$ cat config.mk
export PLATFORM = sky130hd
export DESIGN_NAME = jpegMarkerParser
export DESIGN_NICKNAME = d
export VERILOG_FILES = /design/src/rtl/jpegParsePkg.sv /design/src/rtl/parserDp.sv /design/src/rtl/parserCtl.sv /design/src/rtl/jpegMarkerParser.sv
export SDC_FILE = /design/constraint.sdc
export NUM_CORES = 1
export LEC_CHECK = 0
export BUFFER_PORTS_ARGS = -buffer_cell sky130_fd_sc_hd__buf_2
export CORE_MARGIN = 2
export CORE_UTILIZATION = 62
export CTS_CLUSTER_DIAMETER = 50
export DETAILED_ROUTE_END_ITERATION = 10
export PLACE_DENSITY = 0.85
export RECOVER_POWER = 25
export REMOVE_ABC_BUFFERS = 1
export SLEW_MARGIN = 20
export SYNTH_ARGS = -nofsm -noshare
export SYNTH_HDL_FRONTEND = slang
export SYNTH_SLANG_ARGS = --single-unit
$ cat constraint.sdc
create_clock -name clk -period 6.6 [get_ports clk]
set_clock_uncertainty 0.2 [all_clocks]
set_input_delay 0.66 -clock clk [delete_from_list [all_inputs] [get_ports clk]]
set_output_delay 0.66 -clock clk [all_outputs]
set_load 0.05 [all_outputs]
$ cat src/rtl/jpegParsePkg.sv
package jpegParsePkg;

  typedef enum logic [3:0] {
    S_IDLE, S_SOI0, S_SOI1, S_SEEK, S_MARK, S_LENH, S_LENL, S_SEGGO,
    S_SKIP, S_QHDR, S_QBODY, S_HHDR, S_HCNT, S_HSYM, S_FRAME, S_HAND
  } parseState_t;

  typedef enum logic [2:0] {K_SKIP, K_QUANT, K_HUFF, K_FRAME, K_SCAN} segKind_t;

  localparam logic [1:0] ERR_NONE  = 2'd0;
  localparam logic [1:0] ERR_SOI   = 2'd1;
  localparam logic [1:0] ERR_FRAME = 2'd2;
  localparam logic [1:0] ERR_PREC  = 2'd3;

  // strobes from control to datapath
  typedef struct packed {
    logic lenHi;
    logic lenLo;
    logic useByte;
    logic idxClr;
    logic idxInc;
    logic hdrQ;
    logic hdrH;
    logic cntByte;
    logic symByte;
    logic wrTbl;
    logic frmByte;
  } ctlStrb_t;

  // status from datapath to control
  typedef struct packed {
    logic        lastByte;
    logic        remZero;
    logic [8:0]  idx;
    logic [11:0] symLeft;
  } dpStat_t;

endpackage

$ cat src/rtl/parserDp.sv
module parserDp
  import jpegParsePkg::*;
#(
  parameter int NCOMP = 4
) (
  input  logic               clk,
  input  logic               rstN,
  input  logic [7:0]         inByte,
  input  ctlStrb_t           strb,
  output dpStat_t            st,
  output logic               tblWrEn,
  output logic               tblWrHuff,
  output logic               tblWrCls,
  output logic [1:0]         tblWrId,
  output logic [8:0]         tblWrAddr,
  output logic [7:0]         tblWrData,
  output logic [15:0]        frmHeight,
  output logic [15:0]        frmWidth,
  output logic [7:0]         frmComps,
  output logic [NCOMP*8-1:0] compSamp,
  output logic [NCOMP*2-1:0] compQsel
);
  localparam int CIW = (NCOMP > 1) ? $clog2(NCOMP) : 1;

  logic [15:0] remLen;
  logic [8:0]  idx;
  logic [11:0] symLeft;
  logic [7:0]  compI;
  logic [1:0]  sub;
  logic        compOk;

  assign compOk = 32'(compI) < NCOMP;

  always_ff @(posedge clk) begin
    if (!rstN) begin
      remLen <= '0; idx <= '0; symLeft <= '0; compI <= '0; sub <= '0;
      tblWrEn <= 1'b0; tblWrHuff <= 1'b0; tblWrCls <= 1'b0; tblWrId <= '0;
      tblWrAddr <= '0; tblWrData <= '0;
      frmHeight <= '0; frmWidth <= '0; frmComps <= '0;
      compSamp <= '0; compQsel <= '0;
    end else begin
      if (strb.lenHi) remLen[15:8] <= inByte;
      if (strb.lenLo) remLen <= {remLen[15:8], inByte} - 16'd2;
      else if (strb.useByte) remLen <= remLen - 16'd1;

      if (strb.idxClr) idx <= '0;
      else if (strb.idxInc && idx != 9'h1FF) idx <= idx + 9'd1;

      if (strb.hdrQ) begin
        tblWrHuff <= 1'b0; tblWrCls <= 1'b0; tblWrId <= inByte[1:0];
      end
      if (strb.hdrH) begin
        tblWrHuff <= 1'b1; tblWrCls <= inByte[4]; tblWrId <= inByte[1:0];
        symLeft <= '0;
      end
      if (strb.cntByte) symLeft <= symLeft + {4'b0, inByte};
      if (strb.symByte) symLeft <= symLeft - 12'd1;

      tblWrEn <= strb.wrTbl;
      if (strb.wrTbl) begin
        tblWrAddr <= idx;
        tblWrData <= inByte;
      end

      if (strb.frmByte) begin
        case (idx)
          9'd0: ;
          9'd1: frmHeight[15:8] <= inByte;
          9'd2: frmHeight[7:0]  <= inByte;
          9'd3: frmWidth[15:8]  <= inByte;
          9'd4: frmWidth[7:0]   <= inByte;
          9'd5: begin frmComps <= inByte; compI <= '0; sub <= '0; end
          default: begin
            if (sub == 2'd1 && compOk) compSamp[compI[CIW-1:0]*8 +: 8] <= inByte;
            if (sub == 2'd2 && compOk) compQsel[compI[CIW-1:0]*2 +: 2] <= inByte[1:0];
            if (sub == 2'd2) begin
              sub <= '0;
              if (compI != 8'hFF) compI <= compI + 8'd1;
            end else begin
              sub <= sub + 2'd1;
            end
          end
        endcase
      end
    end
  end

  assign st.lastByte = (remLen == 16'd1);
  assign st.remZero  = (remLen == 16'd0);
  assign st.idx      = idx;
  assign st.symLeft  = symLeft;


  quantAddrRange_chk: assert property (@(posedge clk) disable iff (!rstN)
    (tblWrEn && !tblWrHuff) |-> (tblWrAddr < 9'd64));

endmodule

$ cat src/rtl/parserCtl.sv
module parserCtl
  import jpegParsePkg::*;
(
  input  logic       clk,
  input  logic       rstN,
  input  logic       startIn,
  input  logic       inValid,
  input  logic [7:0] inByte,
  input  logic       scanDone,
  input  dpStat_t    st,
  output logic       inReady,
  output logic       scanOwn,
  output logic       doneOut,
  output logic [1:0] errCode,
  output ctlStrb_t   strb
);
  parseState_t state, nxt;
  segKind_t    kind, kindNxt;
  logic [1:0]  errNxt;
  logic        doneNxt, acc, body;

  function automatic logic isAlone(input logic [7:0] b);
    return (b == 8'h00) || (b == 8'h01) || (b >= 8'hD0 && b <= 8'hD8);
  endfunction

  function automatic logic isBadSof(input logic [7:0] b);
    return (b[7:4] == 4'hC) && (b[1:0] != 2'b00 || b[3:2] == 2'b11)
           && (b != 8'hC4) && (b != 8'hC8) && (b != 8'hCC) && (b != 8'hC0);
  endfunction

  assign inReady = !(state inside {S_IDLE, S_SEGGO, S_HAND});
  assign scanOwn = (state == S_HAND);
  assign acc     = inValid && inReady;
  assign body    = state inside {S_SKIP, S_QHDR, S_QBODY, S_HHDR, S_HCNT, S_HSYM, S_FRAME};

  always_comb begin
    nxt = state; kindNxt = kind; errNxt = errCode; doneNxt = 1'b0; strb = '0;
    if (startIn) begin
      nxt = S_SOI0; errNxt = ERR_NONE;
    end else begin
      case (state)
        S_SOI0: if (acc) begin
          if (inByte == 8'hFF) nxt = S_SOI1;
          else begin nxt = S_IDLE; errNxt = ERR_SOI; end
        end
        S_SOI1: if (acc) begin
          if (inByte == 8'hD8) nxt = S_SEEK;
          else begin nxt = S_IDLE; errNxt = ERR_SOI; end
        end
        S_SEEK: if (acc && inByte == 8'hFF) nxt = S_MARK;
        S_MARK: if (acc) begin
          if (inByte == 8'hFF) nxt = S_MARK;
          else if (inByte == 8'hD9) begin nxt = S_IDLE; doneNxt = 1'b1; end
          else if (isAlone(inByte)) nxt = S_SEEK;
          else if (isBadSof(inByte)) begin nxt = S_IDLE; errNxt = ERR_FRAME; end
          else begin
            nxt = S_LENH;
            case (inByte)
              8'hC0:   kindNxt = K_FRAME;
              8'hC4:   kindNxt = K_HUFF;
              8'hDB:   kindNxt = K_QUANT;
              8'hDA:   kindNxt = K_SCAN;
              default: kindNxt = K_SKIP;
            endcase
          end
        end
        S_LENH: if (acc) begin strb.lenHi = 1'b1; nxt = S_LENL; end
        S_LENL: if (acc) begin strb.lenLo = 1'b1; nxt = S_SEGGO; end
        S_SEGGO: begin
          strb.idxClr = 1'b1;
          if (st.remZero) nxt = (kind == K_SCAN) ? S_HAND : S_SEEK;
          else begin
            case (kind)
              K_QUANT: nxt = S_QHDR;
              K_HUFF:  nxt = S_HHDR;
              K_FRAME: nxt = S_FRAME;
              default: nxt = S_SKIP;
            endcase
          end
        end
        S_HAND: if (scanDone) nxt = S_SEEK;
        S_QHDR: if (acc) begin
          if (inByte[7:4] != 4'h0) begin nxt = S_IDLE; errNxt = ERR_PREC; end
          else begin strb.hdrQ = 1'b1; strb.idxClr = 1'b1; nxt = S_QBODY; end
        end
        S_QBODY: if (acc) begin
          strb.wrTbl = 1'b1; strb.idxInc = 1'b1;
          if (st.idx == 9'd63) nxt = S_QHDR;
        end
        S_HHDR: if (acc) begin
          strb.hdrH = 1'b1; strb.idxClr = 1'b1; nxt = S_HCNT;
        end
        S_HCNT: if (acc) begin
          strb.wrTbl = 1'b1; strb.idxInc = 1'b1; strb.cntByte = 1'b1;
          if (st.idx == 9'd15)
            nxt = ((st.symLeft + {4'b0, inByte}) == 12'd0) ? S_HHDR : S_HSYM;
        end
        S_HSYM: if (acc) begin
          strb.wrTbl = 1'b1; strb.idxInc = 1'b1; strb.symByte = 1'b1;
          if (st.symLeft == 12'd1) nxt = S_HHDR;
        end
        S_FRAME: if (acc) begin
          if (st.idx == 9'd0 && inByte != 8'd8) begin nxt = S_IDLE; errNxt = ERR_FRAME; end
          else begin strb.frmByte = 1'b1; strb.idxInc = 1'b1; end
        end
        default: ;
      endcase
      if (acc && body) begin
        strb.useByte = 1'b1;
        if (st.lastByte && nxt != S_IDLE) nxt = (kind == K_SCAN) ? S_HAND : S_SEEK;
      end
    end
  end

  always_ff @(posedge clk) begin
    if (!rstN) begin
      state <= S_IDLE; kind <= K_SKIP; errCode <= ERR_NONE; doneOut <= 1'b0;
    end else begin
      state <= nxt; kind <= kindNxt; errCode <= errNxt; doneOut <= doneNxt;
    end
  end


  handoffNoRead_chk: assert property (@(posedge clk) disable iff (!rstN)
    scanOwn |-> !inReady);

  donePulse_chk: assert property (@(posedge clk) disable iff (!rstN)
    doneOut |=> !doneOut);

  errIdle_chk: assert property (@(posedge clk) disable iff (!rstN)
    (errCode != ERR_NONE) |-> !inReady);

  noUnderflow_chk: assert property (@(posedge clk) disable iff (!rstN)
    (acc && state == S_SKIP) |-> !st.remZero);

endmodule

$ cat src/rtl/jpegMarkerParser.sv
module jpegMarkerParser
  import jpegParsePkg::*;
#(
  parameter int NCOMP = 4
) (
  input  logic               clk,
  input  logic               rstN,
  input  logic               startIn,
  input  logic [7:0]         inData,
  input  logic               inValid,
  output logic               inReady,
  output logic               scanOwn,
  input  logic               scanDone,
  output logic               doneOut,
  output logic [1:0]         errCode,
  output logic               tblWrEn,
  output logic               tblWrHuff,
  output logic               tblWrCls,
  output logic [1:0]         tblWrId,
  output logic [8:0]         tblWrAddr,
  output logic [7:0]         tblWrData,
  output logic [15:0]        frmHeight,
  output logic [15:0]        frmWidth,
  output logic [7:0]         frmComps,
  output logic [NCOMP*8-1:0] compSamp,
  output logic [NCOMP*2-1:0] compQsel
);
  ctlStrb_t strb;
  dpStat_t  st;

  parserCtl ctl_i (
    .clk(clk), .rstN(rstN), .startIn(startIn), .inValid(inValid), .inByte(inData),
    .scanDone(scanDone), .st(st), .inReady(inReady), .scanOwn(scanOwn),
    .doneOut(doneOut), .errCode(errCode), .strb(strb)
  );

  parserDp #(.NCOMP(NCOMP)) dp_i (
    .clk(clk), .rstN(rstN), .inByte(inData), .strb(strb), .st(st),
    .tblWrEn(tblWrEn), .tblWrHuff(tblWrHuff), .tblWrCls(tblWrCls), .tblWrId(tblWrId),
    .tblWrAddr(tblWrAddr), .tblWrData(tblWrData), .frmHeight(frmHeight),
    .frmWidth(frmWidth), .frmComps(frmComps), .compSamp(compSamp), .compQsel(compQsel)
  );

endmodule

# After elaboration in Yosys (flattened, before gate mapping)
# Cells that the tools add are included.
# totals
register_bits	159
latchBits	0
ramBits	0
rom_bits	0
in_bits	13
elab_cells	248
mem_count	0
# classes
add_sub_neg	9
mul	0
n_div	0
n_lt_le_gt_ge	3
n_eq_ne	60
shift	4
muxes	85
bitwise	10
reduce_logical	53
# ops
cell	n
$mux 4	26
$eq 8x8->1 const B	7
$pmux 4 s14	1
$ne 8x8->1 const B	5
$mux 2	19
$eq 4x4->1 const B	9
$mux 12	3
$neg 3->34	1
$neg 5->34	1
$shift 2x34->8 const A	1
$shift 8x34->32 const A	1
$shiftx 2x34->8	1
$shiftx 8x34->32	1
$bwmux 32	1
$mux 16	2
$mux 8	3
$eq 9x2->1 const B	2
$eq 9x3->1 const B	2
$mux 1	18
$eq 16x1->1 const B	1
$eq 4x3->1 const B	4
$logic_not 16->1	1
$pmux 8 s2	1
$sub 16x1->16 const B	1
other kinds (56)	112

# Depth between registers and ports, before layout
# logic_depth
depth_word	19
depth_mapped	11
depth_no_buf	10

# Hierarchy
# From an unflattened synthesis, not the netlist that was laid out.
# unflattened
hier_cells	1088
hier_area_um2	9101.2
# modules_own_cells
module	n_inst	cells_each	area_per_inst_um2
parserDp	1	822	7236.9
parserCtl	1	266	1864.3

# Least setup slack after synthesis
# OpenSTA, ideal clock, no wires.
# synth_timing
path_kind	input -> register
startpoint	input port inData[0]
endpoint	register ctl_i.state[1]
setup_ps	74
arrival_ps	3186
t_required_ps	6326
setup_slack_ps	3140
cell_stages	10
n_path_buf	0
cell_sequence	ha_1 -> fa_1 -> a21o_1 -> a221oi_2 -> o21bai_1 -> a21o_1 -> or3_1 -> a2111o_1 -> or4_1 -> a31oi_1
# synth_via
elab_chain_cells	18
word_cells_on_any_way	47
cone_classes	add/sub: 1; order compare: 2; eq/ne: 9; mux: 19; reduce/logical: 16
# synth_lines
item	line_no	rtl
from (decl)	jpegMarkerParser.sv:9	input logic [7:0] inData,
branches (longest 12 deep; another with $add 12x8->12)	-	
$pmux 4 s14 *	parserCtl.sv:41	case (state)
$mux 4 *	parserCtl.sv:38	if (startIn) begin
$reduce_bool 4->1	parserCtl.sv:110	if (st.lastByte && nxt != S_IDLE) nxt = (kind == K_SCAN) ? S_HAND : S_SEEK;
$logic_and 1x1->1	parserCtl.sv:110	
$mux 4	parserCtl.sv:110	
$mux 4 *	parserCtl.sv:108	if (acc && body) begin
to (signal assigned)	parserCtl.sv:119	state <= nxt; kind <= kindNxt; errCode <= errNxt; doneOut <= doneNxt;
to (decl)	parserCtl.sv:17	parseState_t state, nxt;
# Every way passes the cells marked *. The select of a mux whose other input is x is not followed.
# A chain may end at the register's enable or synchronous reset.

# Final worst setup path
# layout_timing
startpoint	register ctl_i.state[3]
endpoint	register dp_i.idx[7]
# layout_via
elab_chain_cells	8
word_cells_on_any_way	21
cone_classes	eq/ne: 8; mux: 6; reduce/logical: 7
# layout_lines
item	line_no	rtl
$eq 4x3->1, or another cell as far along	parserCtl.sv:31, parserCtl.sv:41	
$reduce_bool 3->1	parserCtl.sv:31	assign inReady = !(state inside {S_IDLE, S_SEGGO, S_HAND});
$logic_not 1->1	parserCtl.sv:31	
$logic_and 1x1->1	parserCtl.sv:33	assign acc = inValid && inReady;
$mux 1 (on tied branches)	-	
$pmux 1 s3 or $pmux 1 s2 (tied branches)	parserCtl.sv:41	
$mux 11 *	parserCtl.sv:38	
$reduce_or 2->1 (no line) or $logic_and 1x1->1 (tied branches)	-	
to (signal assigned)	parserDp.sv:47	else if (strb.idxInc && idx != 9'h1FF) idx <= idx + 9'd1;
to (decl)	parserDp.sv:26	logic [8:0] idx;
# Every way passes the cells marked *; elsewhere a longest branch is shown, timed or not.

==> flow_metrics.py <==
metrics = {
    "run_status": {
        "outcome": "finished, final reports clean",
    },
    "floorplanning": {
        "pin_count": 120,
        "die_y_um": 119.9,
        "start_util_pct": 63.17,
        "rows": 42,
        "die_x_um": 119.9,
        "dieArea_um2": 14380,
        "core_um2": 13190,
    },
    "hold_path": {
        "hold_path.class": "flip-flop to flip-flop",
    },
    "detailed_routing": {
        "vias_per_cell": 6.345,
        "first_pass_iters": 6,
        "via_count": 8369,
        "drt_iter0_drc": 804,
        "routed_wl_um": 23860,
        "wire_per_inst_um": 18.09,
        "ant_nets": 0,
        "post-route-drc-count": 0,
    },
    "sta": {
        "fin_tns_setup_ns": 0,
        "min_period_over_period_pct": 59.49,
        "hold_viol": 0,
        "slew_violations": 0,
        "relSlewSlack_pct": 32.15,
        "min_period_ns": 3.926,
        "rsz0062_at_grt": "false",
        "finalSetupViolCount": 0,
        "setup_slack_ns": 2.674,
        "fmax_ghz": 0.2547,
        "tightest_slew_ns": 1.010,
    },
    "grt": {
        "grt_overflow": 0,
        "track_usage_pct": 32.51,
        "grt_pass1_vias": 7398,
        "grt_pass1_wl_um": 37460,
        "antenna_found_initial": 0,
        "grt_max_degree": 72,
    },
    "yosys": {
        "muxShareOfSynthArea_pct": 2.763,
        "ys_warn_count": 0,
        "synth_compound_area_share_pct": 19.13,
        "netlist.area_leader.share_pct": 38.20,
        "async_flop_share_pct": 0,
        "synth-xor-area-share_pct": 3.679,
        "synth_edf_count": 0,
        "yosysUniqueCellTypes": 78,
        "synth_top_family_by_area": "simple AND/OR/NAND/NOR gates",
        "ys_seq_area_share_pct": 38.20,
        "synth_area_um2": 8332,
        "synth_area_leaders": "dfxtp_1, a21oi_1, nand2_1",
        "synth_top_area_cell": "dfxtp_1",
        "yosys_most_used_dff": "dfxtp_1",
        "synth_fa_ha_area_share_pct": 3.995,
        "synthCells": 1048,
        "synth_simple_gate_area_share_pct": 28.34,
        "synth-seq-cells": 159,
        "synth.avg_cell_area_um2": 7.950,
    },
    "cells_and_area": {
        "design.final.nets": 1169,
        "final_common_cell": "dfxtp_1",
        "layout_common_cells": "dfxtp_1, nand2_1, nor2_1, a21oi_1, clkbuf_1",
        "area_growth_pct": 13.86,
        "final_area_um2": 9487,
        "drive_gt1_share_pct": 10.59,
        "post-route-util_pct": 71.92,
        "diodes": 0,
        "fillers": 1075,
    },
    "setup_path": {
        "rr_worst_depth": 8,
        "cp-endpoint": "dp_i.idx[7]",
        "critPathMaxFanout": 24,
        "startpoint_type": "flip-flop",
        "rr_startpoint": "ctl_i.state[3]",
        "worst-r2r-setup-slack_ns": 2.67,
        "worstSetupEndpointType": "flip-flop",
        "crit_arrival_ns": 4.08,
        "path_class": "flip-flop to flip-flop",
        "r2r-end": "dp_i.idx[7]",
        "startpoint": "ctl_i.state[3]",
        "required_ns": 6.75,
    },
    "pwr": {
        "ir_worst_vdd_uv": 186.4,
        "p_leak_nw": 3.580,
        "p_per_area_nw_per_um2": 222.9,
    },
    "place": {
        "pre_cts_ws_ns": 2.561,
        "port_buffers": 119,
        "post_dp_cell_area_um2": 8927,
        "hpwl_um": 15070,
        "gp_congestion": 1.045,
    },
    "clock_tree": {
        "cts_tree": "done",
        "postCtsSetupBuffers": 0,
        "cts_sinks": 159,
        "cts-root-buf": "clkbuf_16",
        "cts_made_buffers": 17,
        "cts_hold_buf": 0,
        "clk_latency_ns": 0.43,
        "cts-resized-gates": 0,
        "htree_levels": 4,
        "clk_pin_slew_worst_paths_ns": 0.07,
        "max-clock-path-buffers": 2,
    },
    "job": {
        "cap_violations": 0,
    },
}
-- power by group --
part           internal, mW  switching [mW]
combinational        0.0208          0.0697
sequential            0.960         0.00334
clock                 0.628           0.432
total                  1.61           0.506
-- logic make-up after synthesis --
logic type	count (synthesis)
buf+inv	80
compound gates	257
fa+ha+maj	26
flops	159
mux	23
xor+xnor	35
simple gates	468
-- area by class of cell --
type | instances | area, µm² | share of cell area (%)
inverters | 21 | 81.33 | 0.8573
clock inverters | 12 | 173.9 | 1.833
well taps | 176 | 220.2 | 2.321
multi-input cells | 809 | 4836 | 50.98
clock buffers | 20 | 456.7 | 4.814
flip-flops and latches | 159 | 3183 | 33.55
repair buffers | 122 | 535.5 | 5.645
-- cell usage after synthesis (4+ instances only) --
| library cell | count |
|---|---|
| nor3_4 | 6 |
| a2111oi_0 | 4 |
| nand2_2 | 4 |
| nand3_1 | 57 |
| a221oi_1 | 7 |
| o211ai_1 | 5 |
| o31ai_1 | 4 |
| nor3b_1 | 7 |
| clkbuf_1 | 46 |
| and3_1 | 13 |
| nand2b_1 | 7 |
| nor2_1 | 123 |
| a22oi_1 | 5 |
| nor3_1 | 26 |
| xnor2_1 | 19 |
| buf_2 | 7 |
| buf_1 | 4 |
| inv_1 | 19 |
| or3_1 | 10 |
| dfxtp_1 | 159 |
| and2_1 | 8 |
| xor2_1 | 16 |
| mux2i_1 | 23 |
| o22ai_1 | 9 |
| o21ai_0 | 37 |
| a21oi_1 | 122 |
| o21a_1 | 4 |
| or4_1 | 5 |
| a31oi_1 | 10 |
| ha_1 | 25 |
| a21o_1 | 8 |
| nand2_1 | 141 |
| nor4_1 | 13 |
| a211oi_1 | 10 |
| nand4_1 | 18 |
-- worst max-delay path, stage by stage, from the launching register on --
cell and delay (ns):
dfxtp_1 0.81, nor4_2 0.20, nor4_4 0.45, and2_1 0.60
o21ai_2 0.40, a21oi_4 0.40, nand3_1 0.14, or4_1 0.48
a21oi_1 0.15
-- worst min path at each step --
stage                 startpoint           endpoint  slack (ns)  depth (start not counted)
2_1_floorplan        dp_i.idx[7]  dp_i.tblWrAddr[7]        0.27                          2
3_3_place_gp    dp_i.compQsel[5]   dp_i.compQsel[5]        0.24                          2
3_5_place_dp   dp_i.compSamp[14]  dp_i.compSamp[14]        0.24                          2
4_1_cts        dp_i.compSamp[14]  dp_i.compSamp[14]        0.25                          2
5_1_grt        dp_i.compSamp[30]  dp_i.compSamp[30]        0.27                          2
6_report       dp_i.compSamp[14]  dp_i.compSamp[14]        0.25                          2
-- metal layers --
| layer | part of all wire (%) | global-route usage, % | wire (µm) |
|---|---|---|---|
| met1 | 41 | 42.75 | 9729 |
| met2 | 47 | 50.96 | 11130 |
| met3 | 9.7 | 8.413 | 2314 |
| met4 | 2.9 | 13.01 | 688 |
| met5 | 0 | 0 | 0 |
-- through the flow --
stage,total power [mW],hold WS [ns],instances
global placement,1.072,0.2382,1287
CTS,2.114,0.2487,1319
detailed placement,1.072,0.2397,1287
global route,2.168,0.2706,1319
floorplan,1.029,0.2684,989
finish,2.115,0.2508,1319
-- flip-flops by register name, indices dropped and copies added (netlist names) --
signal and flops:
dp_i.tblWrCls 1, dp_i.compSamp 32, dp_i.tblWrId 2, dp_i.frmWidth 16, ctl_i.state 4, dp_i.remLen 16, ctl_i.errCode 2, dp_i.symLeft 12
dp_i.frmComps 8, dp_i.compI 8, dp_i.frmHeight 16, dp_i.idx 9, dp_i.tblWrEn 1, dp_i.sub 2, ctl_i.doneOut 1, dp_i.tblWrHuff 1
ctl_i.kind 3, dp_i.tblWrAddr 9, dp_i.tblWrData 8, dp_i.compQsel 8
Note: power is estimated with default switching activity, not from simulation.
